File: src/rtl/sram_ctrl_pkg.sv
package sram_ctrl_pkg;

    typedef enum logic [2:0] {
        PH_IDLE,
        PH_RD_ACCESS,
        PH_RD_CAPTURE,
        PH_WR_SETUP,
        PH_WR_DRIVE,
        PH_WR_END
    } phase_e;

    // ceiling of ns / clk_ns
    function automatic int ns_to_clk(input int ns, input int clk_ns);
        return (ns + clk_ns - 1) / clk_ns;
    endfunction

    function automatic int max2(input int a, input int b);
        return (a > b) ? a : b;
    endfunction

    function automatic int at_least_one(input int v);
        return (v < 1) ? 1 : v;
    endfunction

endpackage

File: src/rtl/sram_phase_timer.sv
module sram_phase_timer #(
    parameter int CNT_W = 3
) (
    input  logic             clk,
    input  logic             rst_n,
    input  logic             load,
    input  logic [CNT_W-1:0] load_val,
    output logic             expired
);
    logic [CNT_W-1:0] cnt_d, cnt_q;

    always_comb begin
        cnt_d = cnt_q;
        if (load)
            cnt_d = load_val;
        else if (cnt_q != '0)
            cnt_d = cnt_q - 1'b1;
    end

    always_ff @(posedge clk or negedge rst_n) begin
        if (!rst_n) cnt_q <= '0;
        else        cnt_q <= cnt_d;
    end

    assign expired = (cnt_q == '0);

endmodule

File: src/rtl/sram_read_latch.sv
module sram_read_latch #(
    parameter int DATA_W = 8
) (
    input  logic              clk,
    input  logic              rst_n,
    input  logic              capture,
    input  logic [DATA_W-1:0] din,
    output logic [DATA_W-1:0] dout
);
    logic [DATA_W-1:0] data_d, data_q;

    always_comb begin
        data_d = data_q;
        if (capture) data_d = din;
    end

    always_ff @(posedge clk or negedge rst_n) begin
        if (!rst_n) data_q <= '0;
        else        data_q <= data_d;
    end

    assign dout = data_q;


    hold_between_reads_chk: assert property (@(posedge clk) disable iff (!rst_n)
        !$past(capture) |-> $stable(dout));

endmodule

File: src/rtl/sram_cycle_ctrl.sv
module sram_cycle_ctrl
    import sram_ctrl_pkg::*;
#(
    parameter int ADDR_W     = 19,
    parameter int DATA_W     = 8,
    parameter int CLK_NS     = 10,
    parameter int T_RC_NS    = 15,
    parameter int T_AA_NS    = 15,
    parameter int T_OE_NS    = 7,
    parameter int T_WLQZ_NS  = 7,
    parameter int T_DW_NS    = 8,
    parameter int T_WP_NS    = 12,
    parameter int T_CW_NS    = 13,
    parameter int T_AW_NS    = 12,
    parameter int T_WC_NS    = 15
) (
    input  logic              clk,
    input  logic              rst_n,
    input  logic              req,
    input  logic              req_we,
    input  logic [ADDR_W-1:0] req_addr,
    input  logic [DATA_W-1:0] req_wdata,
    output logic [DATA_W-1:0] rsp_rdata,
    output logic              busy,
    output logic              done,
    output logic [ADDR_W-1:0] mem_addr,
    output logic              mem_cs_n,
    output logic              mem_we_n,
    output logic              mem_oe_n,
    output logic [DATA_W-1:0] mem_dq_out,
    output logic              mem_dq_oe,
    input  logic [DATA_W-1:0] mem_dq_in
);
    // phase lengths in clocks
    localparam int RD_CYC = at_least_one(max2(max2(ns_to_clk(T_RC_NS, CLK_NS),
                                                   ns_to_clk(T_AA_NS, CLK_NS)),
                                              ns_to_clk(T_OE_NS, CLK_NS)));
    localparam int WS_CYC = at_least_one(ns_to_clk(T_WLQZ_NS, CLK_NS));
    localparam int WD_CYC = at_least_one(max2(max2(ns_to_clk(T_DW_NS, CLK_NS),
                                                   ns_to_clk(T_WP_NS, CLK_NS) - WS_CYC),
                                              max2(max2(ns_to_clk(T_CW_NS, CLK_NS) - WS_CYC,
                                                        ns_to_clk(T_AW_NS, CLK_NS) - WS_CYC),
                                                   ns_to_clk(T_WC_NS, CLK_NS) - WS_CYC - 1)));
    localparam int MAX_LEN = max2(max2(RD_CYC, WS_CYC), WD_CYC);
    localparam int CNT_W   = $clog2(MAX_LEN + 1);

    typedef struct packed {
        phase_e            phase;
        logic [ADDR_W-1:0] addr;
        logic [DATA_W-1:0] wdata;
        logic              cs_n;
        logic              we_n;
        logic              oe_n;
        logic              dq_oe;
        logic              busy;
        logic              done;
    } ctl_t;

    ctl_t             ctl_d, ctl_q;
    logic             tmr_load;
    logic [CNT_W-1:0] tmr_val;
    logic             tmr_expired;
    logic             rd_capture;

    sram_phase_timer #(.CNT_W(CNT_W)) u_timer (
        .clk      (clk),
        .rst_n    (rst_n),
        .load     (tmr_load),
        .load_val (tmr_val),
        .expired  (tmr_expired)
    );

    sram_read_latch #(.DATA_W(DATA_W)) u_rlatch (
        .clk     (clk),
        .rst_n   (rst_n),
        .capture (rd_capture),
        .din     (mem_dq_in),
        .dout    (rsp_rdata)
    );

    always_comb begin
        ctl_d      = ctl_q;
        ctl_d.done = 1'b0;
        tmr_load   = 1'b0;
        tmr_val    = '0;
        rd_capture = 1'b0;
        unique case (ctl_q.phase)
            PH_IDLE: begin
                if (req) begin
                    ctl_d.addr  = req_addr;
                    ctl_d.wdata = req_wdata;
                    ctl_d.cs_n  = 1'b0;
                    ctl_d.busy  = 1'b1;
                    tmr_load    = 1'b1;
                    if (req_we) begin
                        ctl_d.phase = PH_WR_SETUP;
                        ctl_d.we_n  = 1'b0;
                        ctl_d.oe_n  = 1'b1;
                        tmr_val     = CNT_W'(WS_CYC - 1);
                    end else begin
                        ctl_d.phase = PH_RD_ACCESS;
                        ctl_d.we_n  = 1'b1;
                        ctl_d.oe_n  = 1'b0;
                        tmr_val     = CNT_W'(RD_CYC - 1);
                    end
                end
            end
            PH_RD_ACCESS: begin
                if (tmr_expired) ctl_d.phase = PH_RD_CAPTURE;
            end
            PH_RD_CAPTURE: begin
                rd_capture  = 1'b1;
                ctl_d.phase = PH_IDLE;
                ctl_d.cs_n  = 1'b1;
                ctl_d.oe_n  = 1'b1;
                ctl_d.busy  = 1'b0;
                ctl_d.done  = 1'b1;
            end
            PH_WR_SETUP: begin
                if (tmr_expired) begin
                    ctl_d.phase = PH_WR_DRIVE;
                    ctl_d.dq_oe = 1'b1;
                    tmr_load    = 1'b1;
                    tmr_val     = CNT_W'(WD_CYC - 1);
                end
            end
            PH_WR_DRIVE: begin
                if (tmr_expired) begin
                    ctl_d.phase = PH_WR_END;
                    ctl_d.we_n  = 1'b1;
                end
            end
            PH_WR_END: begin
                ctl_d.phase = PH_IDLE;
                ctl_d.cs_n  = 1'b1;
                ctl_d.dq_oe = 1'b0;
                ctl_d.busy  = 1'b0;
                ctl_d.done  = 1'b1;
            end
            default: ctl_d.phase = PH_IDLE;
        endcase
    end

    always_ff @(posedge clk or negedge rst_n) begin
        if (!rst_n) begin
            ctl_q       <= '0;
            ctl_q.phase <= PH_IDLE;
            ctl_q.cs_n  <= 1'b1;
            ctl_q.we_n  <= 1'b1;
            ctl_q.oe_n  <= 1'b1;
        end else begin
            ctl_q <= ctl_d;
        end
    end

    assign mem_addr   = ctl_q.addr;
    assign mem_dq_out = ctl_q.wdata;
    assign mem_cs_n   = ctl_q.cs_n;
    assign mem_we_n   = ctl_q.we_n;
    assign mem_oe_n   = ctl_q.oe_n;
    assign mem_dq_oe  = ctl_q.dq_oe;
    assign busy       = ctl_q.busy;
    assign done       = ctl_q.done;


    no_oe_in_write_chk: assert property (@(posedge clk) disable iff (!rst_n)
        !mem_we_n |-> (mem_oe_n && !mem_cs_n));


    read_encoding_chk: assert property (@(posedge clk) disable iff (!rst_n)
        !mem_oe_n |-> (mem_we_n && !mem_cs_n && !mem_dq_oe));


    bus_released_at_we_fall_chk: assert property (@(posedge clk) disable iff (!rst_n)
        $fell(mem_we_n) |-> !mem_dq_oe);


    drive_only_selected_chk: assert property (@(posedge clk) disable iff (!rst_n)
        mem_dq_oe |-> !mem_cs_n);


    done_single_chk: assert property (@(posedge clk) disable iff (!rst_n)
        done |=> !done);


    addr_steady_chk: assert property (@(posedge clk) disable iff (!rst_n)
        (!mem_cs_n && $past(!mem_cs_n)) |-> $stable(mem_addr));

endmodule

File: config.mk
export PLATFORM = sky130hd
export DESIGN_NAME = sram_cycle_ctrl
export DESIGN_NICKNAME = d
export VERILOG_FILES = /design/src/rtl/sram_ctrl_pkg.sv /design/src/rtl/sram_phase_timer.sv /design/src/rtl/sram_read_latch.sv /design/src/rtl/sram_cycle_ctrl.sv
export SDC_FILE = /design/constraint.sdc
export NUM_CORES = 1
export LEC_CHECK = 0
export ABC_AREA = 0
export BUFFER_PORTS_ARGS = -buffer_cell sky130_fd_sc_hd__buf_2
export CAP_MARGIN = 20
export CORE_MARGIN = 4
export CORE_UTILIZATION = 50
export CTS_CLUSTER_DIAMETER = 40
export DETAILED_ROUTE_END_ITERATION = 16
export GPL_TIMING_DRIVEN = 0
export PLACE_DENSITY_LB_ADDON = 0.25
export SYNTH_ARGS = -nofsm -noshare
export SYNTH_HDL_FRONTEND = slang
export SYNTH_SLANG_ARGS = --single-unit
File: constraint.sdc
create_clock -name clk -period 3.1 [get_ports clk]
set_input_delay 0.31 -clock clk [delete_from_list [all_inputs] [get_ports clk]]
set_output_delay 0.31 -clock clk [all_outputs]
set_load 0.005 [all_outputs]
==> run metrics, run 1 <==
run status=complete, no violations; I/O pin count=80; GRT overflow=0; Slew Viols, Final=0; sw frac=approximately a third; vias post-DR=1600; DRC viols=0; cell area after synthesis=between 2000 and 2500 um2; power density over cell area=1010 nW/um2; initial antenna violation count=0; Seq pwr share=38.9%; Distinct cells, synth=28; # nets final=between 300 and 400; worst-case clock buffer depth=2; CP Class=flop to flop; fraction of layout cells with a size suffix above 1=between 40 and 50%; Area Growth Syn to Fin=28.79%; die height=72.40 um; root buffer cell=clkbuf_8; largest net degree at the start of global routing=47; Worst EP arrival=~1.8 ns; core area=about 4000 um2; Mapped Cells=210; P_leak=around 1.5 nW; sw power=between 800 and 900 uW; fmax=608.1 MHz; Place WS=between 1 and 1.5 ns; top cell family by delay on the critical path=simple AND/OR/NAND/NOR gates; Total GRT Usage=between 15 and 20%; syn nets=250; EDFF count, synth=0; commonest non-fill, non-tap cells in the layout=86 x nand2_1, 83 x buf_2, 43 x dfrtp_1, 27 x buf_4, 9 x mux2_2; final WL=around 4100 um; Mean Syn Cell Area=~10 um2; CTS tree=yes; Via density=4.585; PortBufs=79; VDD IR-drop max=roughly 580 uV; Gate power share=45.4%; GP Congestion=approximately 0.70; asr flop ratio synth=100.0%; Tightest Hold Check Type=input port to flop; total of max-cap violations=0; clock skew=~0.007 ns; Crit-path slowest cell=nor3b_4; setup_tns=0 ns; DRC marker count from the first detailed-route iteration=55; Die Area=5241 um2; vias in the first global route=roughly 1600; commonest non-fill, non-tap cell in the layout=nand2_1; fin worst setup slack=1.456 ns; fillers=around 350; depth of the most critical reg-to-reg path=3; Stages on worst setup path=3; Worst slew margin=around two thirds; buffers and inverters on the worst path=1; final setup fails=0; min cycle time layout=between 1.5 and 2 ns; Final Non-Filler Cells=349; CP max stage delay=0.48 ns; die width=a little over 70 um; Clock power frac=between 10% and 20%; post-synthesis sequential area ratio=55.70%; Fin. Hold Viols=0; Sink Count=between 40 and 50; Clk Latency, worst-skew pair=approximately 0.29 ns; detailed placer's ending HPWL=3008 um; Power, Total=2.698 mW; YS warnings=0; Starting Density=between 50 and 60%; Primary FF master, synth=dfrtp_1; Routed Antenna Nets=0; crit path cell chain=buf_1, nor3b_4, mux2_2; CP Capture Type=flop; hold path cells=2; Slew @ Worst Pin=slightly below 0.5 ns; Num CTS Buffers=5; worst-path fanout max=10; CP startpoint kind=flop; internal power=roughly 1.8 mW; ANT cells=0; clock-pin slew on the worst setup and hold paths=0.08 ns; H-tree Lvls=2; FP Rows=23; RSZ-0062 raised after global routing=false; DP Cell Count=around 340; smallest hold slack=between 0.15 and 0.2 ns; first-pass GRT wire length=6955 um; Critical Path RT=~3.3 ns; DR pass1 iterations=4; fin crit share=53.05%; routed len/inst=between 10 and 15 um; Synth Register Bits=46
## worst register-to-register path, delay by kind of cell (launching register included)
family / cells / cell delay, ns
muxes: 1 / 0.39
buffers and inverters: 1 / 0.25
DFF: 1 / 0.42
and+or+nand+nor: 1 / 0.48
## final timing paths
kind | from | end | slack (ns)
worst max-delay path | ctl_q[35]$_DFFE_PN0P_ | u_rlatch.dout[5]$_DFFE_PN0P_ | 1.46
worst min-delay path | req_we | mem_we_n$_DFFE_PN1P_ | 0.20
worst max register to register | ctl_q[35]$_DFFE_PN0P_ | u_rlatch.dout[5]$_DFFE_PN0P_ | 1.46
worst min register to register | mem_dq_out[0]$_DFFE_PN0P_ | mem_dq_out[0]$_DFFE_PN0P_ | 0.48
max in group asynchronous | rst_n | mem_dq_out[2]$_DFFE_PN0P_ | 2.09
min in group asynchronous | rst_n | u_rlatch.dout[3]$_DFFE_PN0P_ | 0.52
## flip-flops by register name, indices dropped and copies added, names as in the netlist
register       count
mem_addr          19
mem_dq_out         8
u_rlatch.dout      8
ctl_q              3
u_timer.cnt_q      2
busy               1
done               1
mem_cs_n           1
mem_dq_oe          1
mem_oe_n           1
mem_we_n           1
## stage by stage
step,util (%),cell area (um2)
after detailed placement,63.28,2531
final,66.75,2670
after global routing,66.75,2670
after floorplan,-,2073
after global placement,63.28,2531
after CTS,66.00,2640
## cells by family (layout without fill, tap and decap cells)
family	Yosys count	count (layout)	synth area share (%)
fa+ha+maj	1	1	0.6034
mux	9	9	4.888
simple gates	100	100	20.46
xor+xnor	1	1	0.4225
flops	46	46	55.70
buf+inv	40	129	13.46
compound gates	13	13	4.466
## synth_stat cells (all sizes together) (2+ instances only)
cell    instances  area (um2)
nand3b          2       15.01
dfrtp          43        1076
buf            35       260.2
o21ai           4       20.01
dfstp           3       78.83
a22o            2       17.52
nand2          86       322.8
clkbuf          3       11.26
inv             2       7.510
a32oi           2       17.52
mux2            9       101.4
nor2            7       26.28
## area by class of cell
cell class,instances,area (um2),area share [%]
plain buffers,38,271.5,10.17
clock inverters,3,40.04,1.500
clock buffers,5,68.82,2.577
repair buffers,81,425.4,15.93
well taps,50,62.56,2.343
flip-flops and latches,46,1155,43.25
inverters,2,7.507,0.2812
multi-input cells,124,639.4,23.95
## what timing repair did
action	CTS	global route
endpoints found under the hold margin	0	16
setup buffers	0	0
resized for setup	0	0
hold buffers	0	1
## power groups by stage
stage          Clock [mW]  Sequential (mW)  Combinational (mW)
5_1_grt             0.464             1.09                1.39
6_report            0.424             1.05                1.23
3_5_place_dp            0             1.06                1.25
4_1_cts             0.444             1.05                1.25
3_3_place_gp            0             1.04                1.22
2_1_floorplan           0             1.04               0.832
## metal layers
metal  routed length [um]  track usage [%]
met1                 1719            20.16
met2                 2035            29.73
met3                  261            4.155
met4                   48            6.148
met5                    0                0
Power figures use the tool's default switching activity.
==> inputs of run 2 (changes only) <==
--- a/config.mk
+++ b/config.mk
@@ -9,7 +9,7 @@
 export BUFFER_PORTS_ARGS = -buffer_cell sky130_fd_sc_hd__buf_2
 export CAP_MARGIN = 20
 export CORE_MARGIN = 4
-export CORE_UTILIZATION = 50
+export CORE_UTILIZATION = 48
 export CTS_CLUSTER_DIAMETER = 40
 export DETAILED_ROUTE_END_ITERATION = 16
 export GPL_TIMING_DRIVEN = 0
==> constraint.sdc (replaced) <==
create_clock -name clk -period 1.7 [get_ports clk]
set_input_delay 0.17 -clock clk [delete_from_list [all_inputs] [get_ports clk]]
set_output_delay 0.17 -clock clk [all_outputs]
set_load 0.005 [all_outputs]
==> run 2 against run 1 <==
Worst setup slack got worse by 1.3 ns. Worst hold slack got worse by 0.14 ns. Die area rose by 3.7%. Clock skew fell by 0.00055 ns. Largest cell class unchanged.
==> run metrics, run 2 (synthesis gave the netlist of run 1 again) <==
run status=complete, no violations; Routed Antenna Nets=0; ANT cells=0; initial antenna violation count=0; GRT overflow=0; clock skew=0.006435 ns; Largest register FFs=19; DRC marker count from the first detailed-route iteration=72; FP Rows=23; fmax=630.3 MHz; VDD IR-drop max=between 900 and 1000 uV; Slew Viols, Final=0; CTS tree=yes; detailed placer's ending HPWL=roughly 2900 um; CP startpoint kind=flop; Worst slew margin=between 60% and 70%; P_leak=~1.5 nW; root buffer cell=clkbuf_8; smallest hold slack=0.06341 ns; power density over cell area=between 1500 and 2000 nW/um2; PortBufs=between 70 and 80; vias post-DR=around 1600; core area=roughly 4100 um2; Total GRT Usage=around 16%; total of max-cap violations=0; fraction of layout cells with a size suffix above 1=46.67%; final WL=roughly 4100 um; DR pass1 iterations=5; commonest non-fill, non-tap cells in the layout=86 x nand2_1, 83 x buf_2, 43 x dfrtp_1, 27 x buf_4, 9 x mux2_2; Starting Density=between 50% and 60%; Via density=about 4.5; DRC viols=0; Sink Count=46; Die Area=~5400 um2; Tightest Hold Check Type=input port to flop; worst-case clock buffer depth=2; Fin. Hold Viols=0; Area Growth Syn to Fin=29.39%; min cycle time layout=1.587 ns; final setup fails=0; largest net degree at the start of global routing=47; Num CTS Buffers=5; vias in the first global route=~1600; # nets final=around 340; Crit-path slowest cell=or4b_4; Critical Path RT=around 1.9 ns; commonest non-fill, non-tap cell in the layout=nand2_1; RSZ-0062 raised after global routing=false; die height=about 74 um; CP Capture Type=flop; setup_tns=0 ns; hold path cells=3; CP max stage delay=a little over 0.5 ns; Clk Latency, worst-skew pair=approximately 0.29 ns; die width=roughly 74 um; worst-path fanout max=10; depth of the most critical reg-to-reg path=6; crit path cell chain=buf_6, or4b_4, buf_6, buf_2, nand2_1, nand2_1; first-pass GRT wire length=a little under 7000 um; I/O pin count=80; routed len/inst=around 12 um; Worst EP arrival=1.76 ns; fin crit share=93.33%; CP Class=flop to flop; Slew @ Worst Pin=around 0.56 ns; clock-pin slew on the worst setup and hold paths=roughly 0.08 ns; H-tree Lvls=2; GP Congestion=between 0.7 and 0.8
run 2: changes by cell type in the layout (fill, tap and decap cells not counted), sizes merged:
cell / previous run / this run
buf: 115 / 116
bufinv: 1 / 0
clkinv: 2 / 1
clkbuf: 8 / 10
run 2: path summary, 6_finish.rpt:
| path | start | endpoint | slack [ns] |
|---|---|---|---|
| setup reg to reg | ctl_q[34]$_DFFE_PN0P_ | mem_dq_out[3]$_DFFE_PN0P_ | 0.11 |
| setup / recovery | ctl_q[34]$_DFFE_PN0P_ | mem_dq_out[3]$_DFFE_PN0P_ | 0.11 |
| min in group asynchronous | rst_n | mem_dq_out[2]$_DFFE_PN0P_ | 0.39 |
| hold / removal | req_addr[2] | mem_addr[2]$_DFFE_PN0P_ | 0.06 |
| max in group asynchronous | rst_n | mem_we_n$_DFFE_PN1P_ | 0.72 |
| hold reg to reg | mem_addr[3]$_DFFE_PN0P_ | mem_addr[3]$_DFFE_PN0P_ | 0.48 |
run 2: area by class of cell:
type	count	area [um2]
Multi-Input combinational cell	124	639.4
Tap cell	50	62.56
Buffer	38	274.0
Fill cell	346	1404
Clock buffer	7	86.33
Sequential cell	46	1155
Inverter	2	7.507
Timing Repair Buffer	82	452.9
Clock inverter	1	5.005
run 2: routing by layer:
layer	share of wire (%)	up-vias	wire (um)	track usage (%)
met2	47	51	1931	27.17
met4	0.98	0	40	5.433
li1	-	811	-	-
met5	0	-	0	0
met1	44	702	1808	19.89
met3	7.1	4	287	3.694
run 2: power breakdown:
group | internal [mW] | switching (mW)
combinational | 1.27 | 1.02
sequential | 1.65 | 0.264
clock | 0.328 | 0.333
total | 3.25 | 1.61
run 2: through the flow:
stage | power, mW | worst slack, ns | cell area, um2 | instances | util [%]
CTS | 4.887 | 0.02418 | 2623 | 347 | 64.18
floorplan | 3.418 | 0.2082 | 2073 | 210 | -
global route | 5.331 | 0.03067 | 2683 | 350 | 65.65
global placement | 4.124 | 0.04235 | 2531 | 339 | 61.94
finish | 4.862 | 0.1134 | 2683 | 350 | 65.65
detailed placement | 4.214 | 0.03877 | 2531 | 339 | 61.94
run 2: worst max-delay path, delay by kind of cell, from the launching register on:
| family | cells | cell delay, ns |
|---|---|---|
| buffers and inverters | 3 | 0.45 |
| DFF | 1 | 0.38 |
| and+or+nand+nor | 3 | 0.65 |
run 2: what timing repair did:
action,CTS,global route
hold buffers,0,1
resized for setup,0,4
buffers inserted,0,1
hold endpoints to repair,0,21
setup endpoints to repair,0,26
